$ cat src/rtl/dst_pkg.sv
package dst_pkg;
    typedef enum logic [1:0] {
        FK_NONE  = 2'd0,
        FK_IDLE  = 2'd1,
        FK_BREAK = 2'd2,
        FK_DATA  = 2'd3
    } frame_kind_e;
endpackage

$ cat src/rtl/dst_bit_timer.sv
module dst_bit_timer #(
    parameter int OVS = 16
) (
    input  logic clk,
    input  logic rst_n,
    input  logic run,
    input  logic restart,
    input  logic tick,
    output logic bit_done
);
    localparam int CW = (OVS > 1) ? $clog2(OVS) : 1;
    localparam logic [CW-1:0] CMAX = CW'(OVS - 1);

    logic [CW-1:0] cnt_d, cnt_q;

    always_comb begin
        cnt_d    = cnt_q;
        bit_done = 1'b0;
        if (restart) begin
            cnt_d = '0;
        end else if (run && tick) begin
            if (cnt_q == CMAX) begin
                cnt_d    = '0;
                bit_done = 1'b1;
            end else begin
                cnt_d = cnt_q + 1'b1;
            end
        end
    end

    always_ff @(posedge clk) begin
        if (!rst_n) cnt_q <= '0;
        else        cnt_q <= cnt_d;
    end

    assert_cnt_range_R2: assert property (@(posedge clk) disable iff (!rst_n)
        (!run && !restart) |=> (cnt_q == $past(cnt_q)));
endmodule

$ cat src/rtl/dst_frame_engine.sv
module dst_frame_engine #(
    parameter int OVS = 16,
    parameter int FW  = 11
) (
    input  logic          clk,
    input  logic          rst_n,
    input  logic          tick,
    input  logic          load,
    input  logic [FW-1:0] frame,
    input  logic          nine,
    output logic          line,
    output logic          busy,
    output logic          frame_end,
    output logic          last_bit
);
    localparam int IW = $clog2(FW);

    typedef struct packed {
        logic [FW-1:0] shift;
        logic [IW-1:0] idx;
        logic [IW-1:0] last;
        logic          busy;
        logic          fend;
    } eng_t;

    eng_t st_d, st_q;
    logic bit_done;

    dst_bit_timer #(.OVS(OVS)) u_timer (
        .clk      (clk),
        .rst_n    (rst_n),
        .run      (st_q.busy),
        .restart  (load),
        .tick     (tick),
        .bit_done (bit_done)
    );

    always_comb begin
        st_d      = st_q;
        st_d.fend = 1'b0;
        if (load) begin
            st_d.shift = frame;
            st_d.idx   = '0;
            st_d.last  = nine ? IW'(FW - 1) : IW'(FW - 2);
            st_d.busy  = 1'b1;
        end else if (bit_done) begin
            if (st_q.idx == st_q.last) begin
                st_d.busy  = 1'b0;
                st_d.fend  = 1'b1;
                st_d.shift = '1;
            end else begin
                st_d.shift = {1'b1, st_q.shift[FW-1:1]};
                st_d.idx   = st_q.idx + 1'b1;
            end
        end
    end

    always_ff @(posedge clk) begin
        if (!rst_n) begin
            st_q       <= '0;
            st_q.shift <= '1;
        end else begin
            st_q <= st_d;
        end
    end

    assign line      = st_q.shift[0];
    assign busy      = st_q.busy;
    assign frame_end = st_q.fend;
    assign last_bit  = st_q.busy && (st_q.idx == st_q.last);

    assert_stop_high_R2: assert property (@(posedge clk) disable iff (!rst_n)
        $fell(st_q.busy) |-> $past(line));
    assert_end_pulse_R5: assert property (@(posedge clk) disable iff (!rst_n)
        st_q.fend |-> !st_q.busy);
endmodule

$ cat src/rtl/dbuf_serial_tx.sv
module dbuf_serial_tx
    import dst_pkg::*;
#(
    parameter int OVS = 16,
    parameter int DW  = 9
) (
    input  logic          clk,
    input  logic          rst_n,
    input  logic          baud_tick,
    input  logic          data_we,
    input  logic [DW-1:0] data_in,
    input  logic          ctrl_we,
    input  logic          ctrl_enable,
    input  logic          ctrl_break,
    input  logic          ctrl_tcie,
    input  logic          ctrl_nine,
    input  logic          status_rd,
    input  logic          tc_clear,
    output logic          txd,
    output logic          tx_empty,
    output logic          tx_done,
    output logic          break_busy,
    output logic          irq
);
    localparam int FW = DW + 2;

    typedef struct packed {
        logic          en;
        logic          tcie;
        logic          nine;
        logic          brk;
        logic          pre;
        logic          txe;
        logic          tc;
        logic          rd_seen;
        logic          last_seen;
        logic [DW-1:0] hold;
        frame_kind_e   kind;
    } ctl_t;

    ctl_t st_d, st_q;

    logic          start;
    logic [FW-1:0] start_frame;
    logic          eng_busy, eng_end, eng_last, eng_line;

    function automatic logic [FW-1:0] mk_data(input logic [DW-1:0] d, input logic nine);
        return nine ? {1'b1, d, 1'b0} : {2'b11, d[DW-2:0], 1'b0};
    endfunction

    function automatic logic [FW-1:0] mk_break(input logic nine);
        return nine ? {1'b1, {(FW-1){1'b0}}} : {2'b11, {(FW-2){1'b0}}};
    endfunction

    always_comb begin
        st_d        = st_q;
        start       = 1'b0;
        start_frame = '1;

        // next frame when the shifter is free: preamble, break, held word
        if (st_q.en && !eng_busy) begin
            if (st_q.pre) begin
                start        = 1'b1;
                start_frame  = '1;
                st_d.pre     = 1'b0;
                st_d.kind    = FK_IDLE;
            end else if (st_q.brk) begin
                start        = 1'b1;
                start_frame  = mk_break(st_q.nine);
                st_d.kind    = FK_BREAK;
            end else if (!st_q.txe) begin
                start        = 1'b1;
                start_frame  = mk_data(st_q.hold, st_q.nine);
                st_d.txe     = 1'b1;
                st_d.kind    = FK_DATA;
            end
        end

        if (data_we) begin
            if (!start && st_q.en && !eng_busy && !st_q.pre && !st_q.brk && st_q.txe) begin
                start       = 1'b1;
                start_frame = mk_data(data_in, st_q.nine);
                st_d.kind   = FK_DATA;
            end else begin
                st_d.hold = data_in;
                st_d.txe  = 1'b0;
            end
            if (st_q.rd_seen) st_d.tc = 1'b0;
            st_d.rd_seen = 1'b0;
        end
        if (status_rd) st_d.rd_seen = 1'b1;
        if (tc_clear)  st_d.tc      = 1'b0;
        if (eng_end && st_q.txe) st_d.tc = 1'b1;

        // self-clear of the break request on entry to its trailing high slot
        st_d.last_seen = eng_last;
        if (st_q.kind == FK_BREAK && eng_last && !st_q.last_seen) st_d.brk = 1'b0;

        if (ctrl_we) begin
            st_d.en   = ctrl_enable;
            st_d.tcie = ctrl_tcie;
            st_d.nine = ctrl_nine;
            st_d.brk  = ctrl_break;
            if (!ctrl_enable)               st_d.pre = 1'b0;
            else if (!st_q.en)              st_d.pre = 1'b1;
        end
    end

    always_ff @(posedge clk) begin
        if (!rst_n) begin
            st_q      <= '0;
            st_q.txe  <= 1'b1;
            st_q.tc   <= 1'b1;
            st_q.kind <= FK_NONE;
        end else begin
            st_q <= st_d;
        end
    end

    dst_frame_engine #(.OVS(OVS), .FW(FW)) u_engine (
        .clk       (clk),
        .rst_n     (rst_n),
        .tick      (baud_tick),
        .load      (start),
        .frame     (start_frame),
        .nine      (st_q.nine),
        .line      (eng_line),
        .busy      (eng_busy),
        .frame_end (eng_end),
        .last_bit  (eng_last)
    );

    assign txd        = eng_line;
    assign tx_empty   = st_q.txe;
    assign tx_done    = st_q.tc;
    assign break_busy = st_q.brk;
    assign irq        = st_q.tcie & st_q.tc;

    assert_txe_move_R4: assert property (@(posedge clk) disable iff (!rst_n)
        $rose(st_q.txe) |-> $rose(eng_busy));
    assert_tc_gate_R5: assert property (@(posedge clk) disable iff (!rst_n)
        $rose(st_q.tc) |-> ($past(eng_end) && $past(st_q.txe)));
    assert_brk_selfclr_R9: assert property (@(posedge clk) disable iff (!rst_n)
        ($fell(st_q.brk) && !$past(ctrl_we)) |-> ($past(eng_last) && $past(st_q.kind) == FK_BREAK));
    assert_direct_keep_R3: assert property (@(posedge clk) disable iff (!rst_n)
        ($rose(eng_busy) && $past(data_we) && $past(st_q.txe) && !$past(st_q.pre) && !$past(st_q.brk))
        |-> st_q.txe);
endmodule

$ cat config.mk
export PLATFORM = sky130hd
export DESIGN_NAME = dbuf_serial_tx
export DESIGN_NICKNAME = d
export VERILOG_FILES = /design/src/rtl/dst_pkg.sv /design/src/rtl/dst_bit_timer.sv /design/src/rtl/dst_frame_engine.sv /design/src/rtl/dbuf_serial_tx.sv
export SDC_FILE = /design/constraint.sdc
export NUM_CORES = 1
export LEC_CHECK = 0
export ABC_AREA = 1
export CAP_MARGIN = 20
export CORE_UTILIZATION = 55
export CTS_BUF_LIST = sky130_fd_sc_hd__clkbuf_16
export DETAILED_ROUTE_END_ITERATION = 8
export PLACE_DENSITY_LB_ADDON = 0.2
export SLEW_MARGIN = 20
export SYNTH_ARGS = -nofsm -noshare
export SYNTH_HDL_FRONTEND = slang
export SYNTH_SLANG_ARGS = --single-unit
$ cat constraint.sdc
create_clock -name clk -period 1.9 [get_ports clk]
set_clock_uncertainty 0.2 [all_clocks]
set_input_delay 0.38 -clock clk [delete_from_list [all_inputs] [get_ports clk]]
set_output_delay 0.38 -clock clk [all_outputs]
set_load 0.02 [all_outputs]
Yosys cells after proc, flatten, opt, wreduce, memory -nomap -nowiden
Cells that the tools add are included.
Storage, ports and cells
  flip-flop bits (word level): 45
  output and inout port bits: 5
  word-level logic and storage cells: 101
Cells by class
  $add $sub $neg: 2
  eq/ne operators: 3
  multiplexer cells: 45
  bitwise gates (word level): 5
  reductions and logical operators: 29
Operators by type and width (number)
  10-bit 2-to-1 mux: 8
  15-bit 2-to-1 mux: 2
  11-bit 2-to-1 mux: 2
  2-bit 2-to-1 mux: 11
  1-bit 2-to-1 mux: 19
  2-bit nonzero test: 6
  1-bit logical AND: 11
  4-bit by 1-bit adder with 4-bit output, second input constant: 2
  4-bit 2-to-1 mux: 2
  2-bit AND reduction: 4
  1-bit zero test: 5
  4-bit equality test: 1
  4-bit equality test, second input constant: 1
  1-bit inverter: 4
  2-bit OR reduction: 2
  3-bit 2-to-1 mux: 1
  3-bit OR reduction: 1
  2-bit equality test, second input constant: 1
  1-bit AND: 1

Logic depth before layout (Yosys ltp)
Gate-level depths: netlist (run 1).
  depth after elaboration: 15
  gate-level depth with buffers: 10
  depth with buffers taken out: 10

Modules after synthesis
From an unflattened synthesis (run 1), not the netlist that was laid out.
Unflattened totals
  cell total of the unflattened synthesis: 317
  area total of the unflattened synthesis: 2205.9 sq um
By module, submodules not included
  dbuf_serial_tx: times used 1, cells an instance 168, area each 1108.6 sq um, sequential area each 400.4 sq um
  dst_frame_engine: times used 1, cells an instance 116, area each 879.6 sq um, sequential area each 400.4 sq um
  dst_bit_timer: times used 1, cells an instance 33, area each 217.7 sq um, sequential area each 80.1 sq um

Worst setup path after synthesis (run 1)
Ideal clock, no wire load.
  kind: register to register
  from: reg u_engine.u_timer.cnt_q[1]
  to: reg u_engine.st_q[12] in the netlist's numbering
  setup time: 0.116 ns
  arrival time: 1.147 ns
  required time: 1.584 ns
  setup slack: 0.437 ns
  stages on the path, launching flop included: 11
  path buffers: 0
  clock period less this slack: 1.463 ns
  cells stage by stage: dfxtp_1 ha_1 nand2_2 nor2_4 nand2_4 nand2_2 inv_2 nand2_1 nand2_1 nor2_1 nand2_1
Between the ends
  longest elaborated chain between the ends: 5
RTL lines
  from (decl): RTL line dst_bit_timer.sv:14  | logic [CW-1:0] cnt_d, cnt_q;
  from (signal assigned): RTL line dst_bit_timer.sv:33  | else cnt_q <= cnt_d;
  4-bit equality test: RTL line dst_bit_timer.sv:22  | if (cnt_q == CMAX) begin
  1-bit 2-to-1 mux: RTL line dst_bit_timer.sv:22
  1-bit 2-to-1 mux: RTL line dst_bit_timer.sv:21  | end else if (run && tick) begin
  1-bit 2-to-1 mux: RTL line dst_bit_timer.sv:19  | if (restart) begin
  2-bit nonzero test (no source line)
  to (signal assigned): RTL line dst_frame_engine.sv:63  | st_q <= st_d;
  to (decl): RTL line dst_frame_engine.sv:26  | eng_t st_d, st_q;
No other way between the ends.
A chain may end at the register's enable or synchronous reset.

Worst setup path in the final report (run 1)
  from: reg st_q, in the netlist tx_done
  to: out tx_done
RTL lines
  from (decl): RTL line dbuf_serial_tx.sv:41  | ctl_t st_d, st_q;
  from (signal assigned): RTL line dbuf_serial_tx.sv:116  | st_q <= st_d;
  to (decl): RTL line dbuf_serial_tx.sv:21  | output logic tx_done,
No word-level cell between the ends.

==> results of run 1 <==
[routing by layer]
metal	routed length (um)	GRT usage [%]	vias to the layer above
met5	0	0	-
met2	2060	38.3	38
met1	2130	31.2	859
met4	40	6.82	0
met3	133	6.52	4
li1	-	-	990
[synthesized netlist by cell type, types with 3 or more instances]
| master | number | area [um^2] |
|---|---|---|
| nor2_4 | 3 | 33.8 |
| nand2_2 | 7 | 43.8 |
| inv_2 | 7 | 26.3 |
| nor2_1 | 35 | 131 |
| inv_1 | 25 | 93.8 |
| nor3_1 | 5 | 25.0 |
| nand3_1 | 10 | 50.1 |
| nand2_4 | 4 | 45.0 |
| o21ai_1 | 14 | 70.1 |
| a21oi_1 | 24 | 120 |
| buf_6 | 4 | 45.0 |
| dfxtp_1 | 44 | 881 |
| nand2_1 | 50 | 188 |
| buf_2 | 3 | 15.0 |
| o21ai_0 | 28 | 140 |
[power groups by stage]
stage	sequential (mW)	clock, mW	combinational (mW)
floorplan	1.04	0	0.216
global placement	1.03	0	0.333
detailed placement	1.03	0	0.338
CTS	1.01	0.849	0.342
global route	1.02	0.895	0.383
finish	1.01	0.837	0.341
[worst max path at each step]
stage / start / end / slack (ps) / cells past startpoint
finish: tx_done$_SDFFE_PP1P_ / tx_done / 80 / 1
global route: tx_done$_SDFFE_PP1P_ / tx_done / 40 / 1
CTS: tx_done$_SDFFE_PP1P_ / tx_done / 60 / 1
detailed placement: data_we / u_engine.st_q[17]$_SDFFE_PN1P_ / 20 / 5
global placement: data_we / u_engine.st_q[17]$_SDFFE_PN1P_ / 30 / 5
floorplan: u_engine.u_timer.cnt_q[1]$_SDFFE_PP0P_ / u_engine.st_q[12]$_SDFFE_PN1P_ / 440 / 10
[through the flow]
stage	util [%]	power [mW]	setup WS (ps)
after floorplan	-	1.25	437
after global placement	68.7	1.37	27.9
after detailed placement	68.7	1.37	17.6
after CTS	72.8	2.20	64.6
after global routing	72.8	2.30	42.3
final	72.8	2.19	75.1
[flip-flops by register name, summed over array words and instances (netlist names)]
signal and flops:
st_q 17, u_engine.st_q 17, u_engine.u_timer.cnt_q 4, break_busy 1
tx_done 1, tx_empty 1, u_engine.busy 1, u_engine.frame_end 1
u_engine.line 1
[worst reg2reg max path, cell delays in order (launching register included)]
cell	delay (ps)
dfxtp_1	360
ha_1	220
nand2_2	80
nor2_4	120
nand2_4	110
nand2_2	130
inv_2	70
nand2_1	60
nand2_1	50
nor2_1	80
nand2_1	50
[logic make-up (layout without fill, tap and decap cells)]
kind of cell / count (synthesis) / after routing / share of synthesized area [%]
and+or+nand+nor: 122 / 122 / 27.7
AOI/OAI and AO/OA: 73 / 73 / 18.9
DFF: 44 / 44 / 42.3
buffers and inverters: 41 / 72 / 9.13
adders and majority gates: 2 / 2 / 1.20
xor gates and xnor gates: 2 / 2 / 0.841
[area by class of cell]
cell class              instances  area (um^2)
inverters                      33          126
repair buffers                 31          303
clock buffers                   5          125
fillers                       296          945
well taps                      46         57.6
clock inverters                 3         18.8
flip-flops and latches         44          881
multi-input cells             199         1010
[cells in the final DEF, fill, tap and decap left out, types with 3 or more instances in the layout]
| cell type | Yosys | final |
|---|---|---|
| clkbuf_16 | 0 | 5 |
| a21oi_1 | 24 | 24 |
| nand2_2 | 7 | 7 |
| nor2_1 | 35 | 35 |
| inv_2 | 7 | 7 |
| nor3_1 | 5 | 5 |
| nand3_1 | 10 | 10 |
| clkdlybuf4s50_1 | 0 | 22 |
| o21ai_1 | 14 | 14 |
| o21ai_0 | 28 | 28 |
| buf_4 | 0 | 6 |
| nor2_4 | 3 | 3 |
| dfxtp_1 | 44 | 44 |
| inv_1 | 25 | 25 |
| nand2_4 | 4 | 4 |
| nand2_1 | 50 | 50 |
==> metrics, run 1 <==
status=complete, no violations; count of pins over their slew limit=0; count of endpoints failing setup in the final report=0; total routing resource utilization after global routing=23.9%; x dimension of the die=63.5 um; via count=1891; post-layout instance count excluding filler cells=361; Overflow after GRT=0; final estimated routing congestion in global placement=0.791; data arrival at the endpoint of the critical path=1240 ps; worst reg2reg path startpoint=u_engine.u_timer.cnt_q[1]$_SDFFE_PP0P_; switching fraction of total power=26.7%; post-detailed-placement half-perimeter wirelength=3060 um; clock tree from TritonCTS=yes; Fin. Hold Viols=0; switching pwr=586 uW; worst hold path type=flip-flop to flip-flop; worst hold start=u_engine.st_q[20]$_SDFFE_PN1P_; sequential group share of total power=46.3%; part of the Yosys area used for sequential elements=42.3%; number of distinct standard cells referenced by the synthesized netlist=30; Hold Path End=u_engine.st_q[20]$_SDFFE_PN1P_; R2R cell count=10; FF-to-FF setup slack=270 ps; Post-Synthesis Net Count=306; Max stage delay on crit path=610 ps; buffers inserted during post-CTS setup optimization=0; Cell Chain, Critical Path=clkdlybuf4s50_1; number of global-route vias before repair=1671; number of top-level pins=25; clock slew at reported path FFs=60 ps; Worst path top cell family by delay=buffers and inverters; CTS root buffer=clkbuf_16; largest buffer count on any clock path=2; initial core utilization=60.1%; share of total power in combinational logic=15.6%; startpoint kind of the worst setup timing path=flip-flop; slowest cell on the critical path=clkdlybuf4s50_1; final design instance area without fill=2520 um^2; largest net degree at the start of global routing=17; standard cell area after detailed placement=2380 um^2; routed via count divided by cell count=5.24; Mapped Cells=284; number of antenna-violating nets in the routed design=0; P_int=1.61 mW; share of final-layout standard cells stronger than drive strength 1=13.0%; Tcrit/Tclk final=96.0%; buffering stage count on the worst path with inverters included=1; DRC violations left=0; netlist area before placement=2080 um^2; measured slew at the worst slew-check pin=338 ps; tightest slew margin relative to the limit=77.4%; number of register bits inferred by synthesis=44; CTS buffer count=5; 1st-pass router iterations=4; Total Wirelength=4360 um; Cell Count Post-Placement=353; Worst Path Required=1320 ps; PwrDens=869 nW/um^2; number of nets in the final layout=336; post-synthesis async set-or-reset flop share=0%; insertion delay of the later-clocked pin in the worst-skew pair=290 ps; worst hold slack after final layout=267 ps; area enclosed by the die boundary=4040 um^2; post-layout min period=1820 ps; Max Fanout on Critical Path=3; number of diodes added for antenna fixing=0; Critical Path End Type=primary output; setup tns final=0 ps; number of H-tree levels=2; FP Rows=21; clock sink count=44; total number of yosys warnings=0; number of buffer cells added on primary ports=24; core area=3470 um^2; antenna violations before repair=0; number of max-capacitance violations reported=0; count of hold-fix buffers inserted at cts=0; number of cells upsized or downsized after cts=2; clock power share=38.2%; IR Drop Worst-Case VDD=0.674 mV; EDFF count, synth=0; static leakage=1.09 nW; capturing point of the worst reg2reg path=u_engine.st_q[18]$_SDFFE_PN1P_; worst hold stages=2; Wirelength per Cell=12.1 um; RSZ-0062 raised after global routing=false; die height=63.5 um; Layout area overhead=21.1%; type of the worst setup path=flip-flop to primary output; Highest Clock Rate=548 MHz; flip-flop cell with the highest count after synthesis=dfxtp_1; violation count after the first detailed-route iteration=85; synthesized area divided by synthesized cell count=7.34 um^2; wire length of the first global-routing pass=7510 um
Note: power is estimated with default switching activity, not from simulation.
==> run 2: changes to the inputs <==
PLACE_DENSITY_LB_ADDON = 0.25   (was 0.2)
REMOVE_ABC_BUFFERS = 1   (was unset)
==> run 2 against run 1 <==
  * Maximum frequency decreased by 1.4%
  * Count of clock-buffer cells in the layout unchanged
  * Register-to-register slack worse by 20 ps
  * Cell area rose by 0.79%
  * Wire length down 1.7%
  * Total power is 6.2% higher
  * Sequential share of layout area shrank 0.27 points
  * Critical path depth did not move
  * Via count fell by 2.7%
  * Setup slack worse by 26 ps
  * Sequential power hardly changed
  * Critical path type unchanged
==> metrics, run 2 (same netlist as run 1, synthesis figures left out) <==
status=complete, no violations; Fill cells=275; clock slew at reported path FFs=60 ps; number of H-tree levels=2; slowest cell on the critical path=clkdlybuf4s50_1; largest buffer count on any clock path=2; post-layout min period=1850 ps; Max stage delay on crit path=620 ps; initial core utilization=60.1%; count of pins over their slew limit=0; buffers inserted during post-CTS setup optimization=0; clock tree from TritonCTS=yes; 1st-pass router iterations=4; tightest slew margin relative to the limit=78.6%; Total Wirelength=4290 um; leading cell types in the layout, fill and taps excluded=nand2_1, dfxtp_1, nor2_1, o21ai_0, inv_1; Layout area overhead=22.1%; antenna violations before repair=0; FP Rows=21; post-layout utilization of the core=73.3%; data arrival at the endpoint of the critical path=1270 ps; core area=3470 um^2; x dimension of the die=63.5 um; number of buffer cells added on primary ports=24; number of nets in the final layout=335; IR Drop Worst-Case VDD=0.768 mV; worst hold path type=flip-flop to flip-flop; die height=63.5 um; leading cell type in the layout, fill and taps excluded=nand2_1; routed via count divided by cell count=5.11; largest net degree at the start of global routing=23; insertion delay of the later-clocked pin in the worst-skew pair=290 ps; Regs by FF count=st_q (17), u_engine.st_q (17), u_engine.u_timer.cnt_q (4); worst hold slack after final layout=247 ps; type of the worst setup path=flip-flop to primary output; Wirelength per Cell=11.9 um; count of hold-fix buffers inserted at cts=0; wire length of the first global-routing pass=7560 um; Critical Path End Type=primary output; Worst path top cell family by delay=buffers and inverters; worst setup timing slack at the placement stage=-30.9 ps; DRC violations left=0; number of top-level pins=25; via count=1840; buffering stage count on the worst path with inverters included=1; count of endpoints failing setup in the final report=0; violation count after the first detailed-route iteration=57; CTS buffer count=5; static leakage=1.11 nW; measured slew at the worst slew-check pin=321 ps; clock sink count=44; final total power=2.33 mW; multi-input combinational cell area=1010 um^2; share of final-layout standard cells stronger than drive strength 1=13.1%; number of antenna-violating nets in the routed design=0; Cell Chain, Critical Path=clkdlybuf4s50_1; number of global-route vias before repair=1719; Fin. Hold Viols=0; final design instance area without fill=2540 um^2; Worst Path Required=1320 ps; number of diodes added for antenna fixing=0; standard cell area after detailed placement=2370 um^2; area used by sequential logic in the layout=881 um^2; Overflow after GRT=0; startpoint kind of the worst setup timing path=flip-flop; final estimated routing congestion in global placement=0.811; number of max-capacitance violations reported=0; area enclosed by the die boundary=4040 um^2; Highest Clock Rate=540 MHz; number of cells upsized or downsized after cts=1; total routing resource utilization after global routing=24.0%; RSZ-0062 raised after global routing=false; PwrDens=915 nW/um^2; final worst-path setup slack=49.3 ps; CTS root buffer=clkbuf_16; Max Fanout on Critical Path=3; Tcrit/Tclk final=97.4%; post-detailed-placement half-perimeter wirelength=3060 um
-- run 2: power breakdown --
part | switching, mW | internal, mW
Sequential | 0.0311 | 0.982
Clock | 0.356 | 0.617
Combinational | 0.201 | 0.141
Total | 0.588 | 1.74
-- run 2: final timing paths --
kind / startpoint / endpoint / slack [ps] / depth (start not counted)
worst max-delay path: tx_done$_SDFFE_PP1P_ / tx_done / 50 / 1
worst min-delay path: u_engine.st_q[20]$_SDFFE_PN1P_ / u_engine.st_q[20]$_SDFFE_PN1P_ / 250 / 2
worst max register to register: u_engine.u_timer.cnt_q[1]$_SDFFE_PP0P_ / u_engine.st_q[12]$_SDFFE_PN1P_ / 250 / 10
worst min register to register: u_engine.st_q[20]$_SDFFE_PN1P_ / u_engine.st_q[20]$_SDFFE_PN1P_ / 250 / 2
-- run 2: metal layers --
| layer | global-route usage, % | routed length (um) |
|---|---|---|
| met4 | 9.09 | 51 |
| met3 | 5.25 | 140 |
| met5 | 0 | 0 |
| met2 | 39.6 | 1950 |
| met1 | 30.3 | 2150 |
-- run 2: final cells by class --
type / instances / share of cell area [%]
repair buffers: 30 / 11.8
clock inverters: 3 / 1.67
well taps: 46 / 2.26
inverters: 33 / 4.97
flip-flops and latches: 44 / 34.6
clock buffers: 5 / 4.92
multi-input cells: 199 / 39.8
-- run 2: through the flow --
| stage | instances | setup TNS, ps |
|---|---|---|
| floorplan | 276 | 0 |
| global placement | 352 | 0 |
| detailed placement | 352 | -38.1 |
| CTS | 360 | 0 |
| global route | 360 | 0 |
| finish | 360 | 0 |
==> run 3: changes to the inputs <==
MAX_ROUTING_LAYER = met4   (was unset)
==> run 3 against run 2 <==
  * Register-to-register slack hardly changed
  * Combinational power hardly changed
  * Wire length stayed put
  * Total power hardly changed
  * Via count stayed put
  * Sequential power hardly changed
  * Die area stayed put
  * Critical path type unchanged
  * Largest cell class unchanged
==> metrics, run 3 (same netlist as run 1, synthesis figures left out) <==
status=complete, no violations; violation count after the first detailed-route iteration=57; Tcrit/Tclk final=97.4%; Max Fanout on Critical Path=3; sequential group share of total power=43.5%; count of pins over their slew limit=0; Layout area overhead=22.1%; met2 Resource Use GR=39.6%; largest buffer count on any clock path=2; Worst path top cell family by delay=buffers and inverters; Total Wirelength=4290 um; static leakage=1.11 nW; area enclosed by the die boundary=4040 um^2; Highest Clock Rate=540 MHz; initial core utilization=60.1%; x dimension of the die=63.5 um; post-layout utilization of the core=73.3%; post-detailed-placement half-perimeter wirelength=3060 um; total routing resource utilization after global routing=24.7%; clock sink count=44; insertion delay of the later-clocked pin in the worst-skew pair=290 ps; data arrival at the endpoint of the critical path=1270 ps; Overflow after GRT=0; Fill cells=275; number of nets in the final layout=335; IR Drop Worst-Case VDD=0.768 mV; core area=3470 um^2; count of endpoints failing setup in the final report=0; Regs by FF count=st_q (17), u_engine.st_q (17), u_engine.u_timer.cnt_q (4); clock slew at reported path FFs=60 ps; number of diodes added for antenna fixing=0; leading cell type in the layout, fill and taps excluded=nand2_1; M3 GR Usage=5.25%; PwrDens=915 nW/um^2; FP Rows=21; Wirelength per Cell=11.9 um; P_int=1.74 mW; antenna violations before repair=0; final total power=2.33 mW; number of antenna-violating nets in the routed design=0; number of H-tree levels=2; Worst Path Required=1320 ps; Max stage delay on crit path=620 ps; Cell Chain, Critical Path=clkdlybuf4s50_1; tightest slew margin relative to the limit=78.6%; wire length of the first global-routing pass=7560 um; clock power share=41.8%; GR Layer Usage met1=30.3%; area used by sequential logic in the layout=881 um^2; switching pwr=588 uW; CTS buffer count=5; share of total power in combinational logic=14.7%; leading cell types in the layout, fill and taps excluded=nand2_1, dfxtp_1, nor2_1, o21ai_0, inv_1; number of global-route vias before repair=1718; startpoint kind of the worst setup timing path=flip-flop; buffering stage count on the worst path with inverters included=1; share of final-layout standard cells stronger than drive strength 1=13.1%; number of buffer cells added on primary ports=24; RSZ-0062 raised after global routing=false; measured slew at the worst slew-check pin=321 ps; busiest layer in global routing=met2; 1st-pass router iterations=4; CTS root buffer=clkbuf_16; type of the worst setup path=flip-flop to primary output; die height=63.5 um; post-layout min period=1850 ps; DRC violations left=0; Critical Path End Type=primary output; routed via count divided by cell count=5.11; switching fraction of total power=25.3%; largest net degree at the start of global routing=23; clock tree from TritonCTS=yes; number of max-capacitance violations reported=0; via count=1840; Cell Count Post-Placement=352; post-layout instance count excluding filler cells=360; slowest cell on the critical path=clkdlybuf4s50_1; number of top-level pins=25; worst hold path type=flip-flop to flip-flop; Fin. Hold Viols=0; multi-input combinational cell area=1010 um^2; final estimated routing congestion in global placement=0.823
==> run 3: worst paths after layout <==
path,cells past startpoint,endpoint,from,slack (ps)
max,1,tx_done,tx_done$_SDFFE_PP1P_,50
min reg2reg,2,u_engine.st_q[20]$_SDFFE_PN1P_,u_engine.st_q[20]$_SDFFE_PN1P_,250
max reg2reg,10,u_engine.st_q[12]$_SDFFE_PN1P_,u_engine.u_timer.cnt_q[1]$_SDFFE_PP0P_,250
min,2,u_engine.st_q[20]$_SDFFE_PN1P_,u_engine.st_q[20]$_SDFFE_PN1P_,250
==> run 3: final cells by class <==
| class | count | area share, % |
|---|---|---|
| clock buffers | 5 | 4.92 |
| repair buffers | 30 | 11.8 |
| clock inverters | 3 | 1.67 |
| flip-flops and latches | 44 | 34.6 |
| well taps | 46 | 2.26 |
| multi-input cells | 199 | 39.8 |
| inverters | 33 | 4.97 |
==> run 3: repair_timing <==
action,in CTS,in global routing
hold buffers,0,0
setup buffers,0,0
pin swaps,0,0
endpoints found under the setup margin,1,1
hold endpoints to repair,0,0
resized for setup,1,1
==> run 3: metal layers <==
metal,vias to the layer above,part of all wire (%)
li1,991,-
met1,813,50
met2,30,45
met3,6,3.3
met4,0,1.2
met5,-,0
==> run 3: stage by stage <==
step / cell area (um^2) / setup WS, ps / TNS, ps / hold slack, ps
CTS: 2540 / 3.74 / 0 / 249
global route: 2540 / 8.50 / 0 / 271
finish: 2540 / 49.3 / 0 / 247
detailed placement: 2370 / -30.9 / -38.1 / 235
floorplan: 2020 / 338 / 0 / 220
global placement: 2370 / 17.6 / 0 / 241
==> run 3: power by group through the flow <==
stage               Clock, mW  Sequential [mW]  Combinational [mW]
finish                  0.974             1.01               0.341
global placement            0             1.03               0.332
global route             1.03             1.02               0.386
detailed placement          0             1.03               0.337
floorplan                   0             1.04               0.198
CTS                     0.984             1.01               0.341
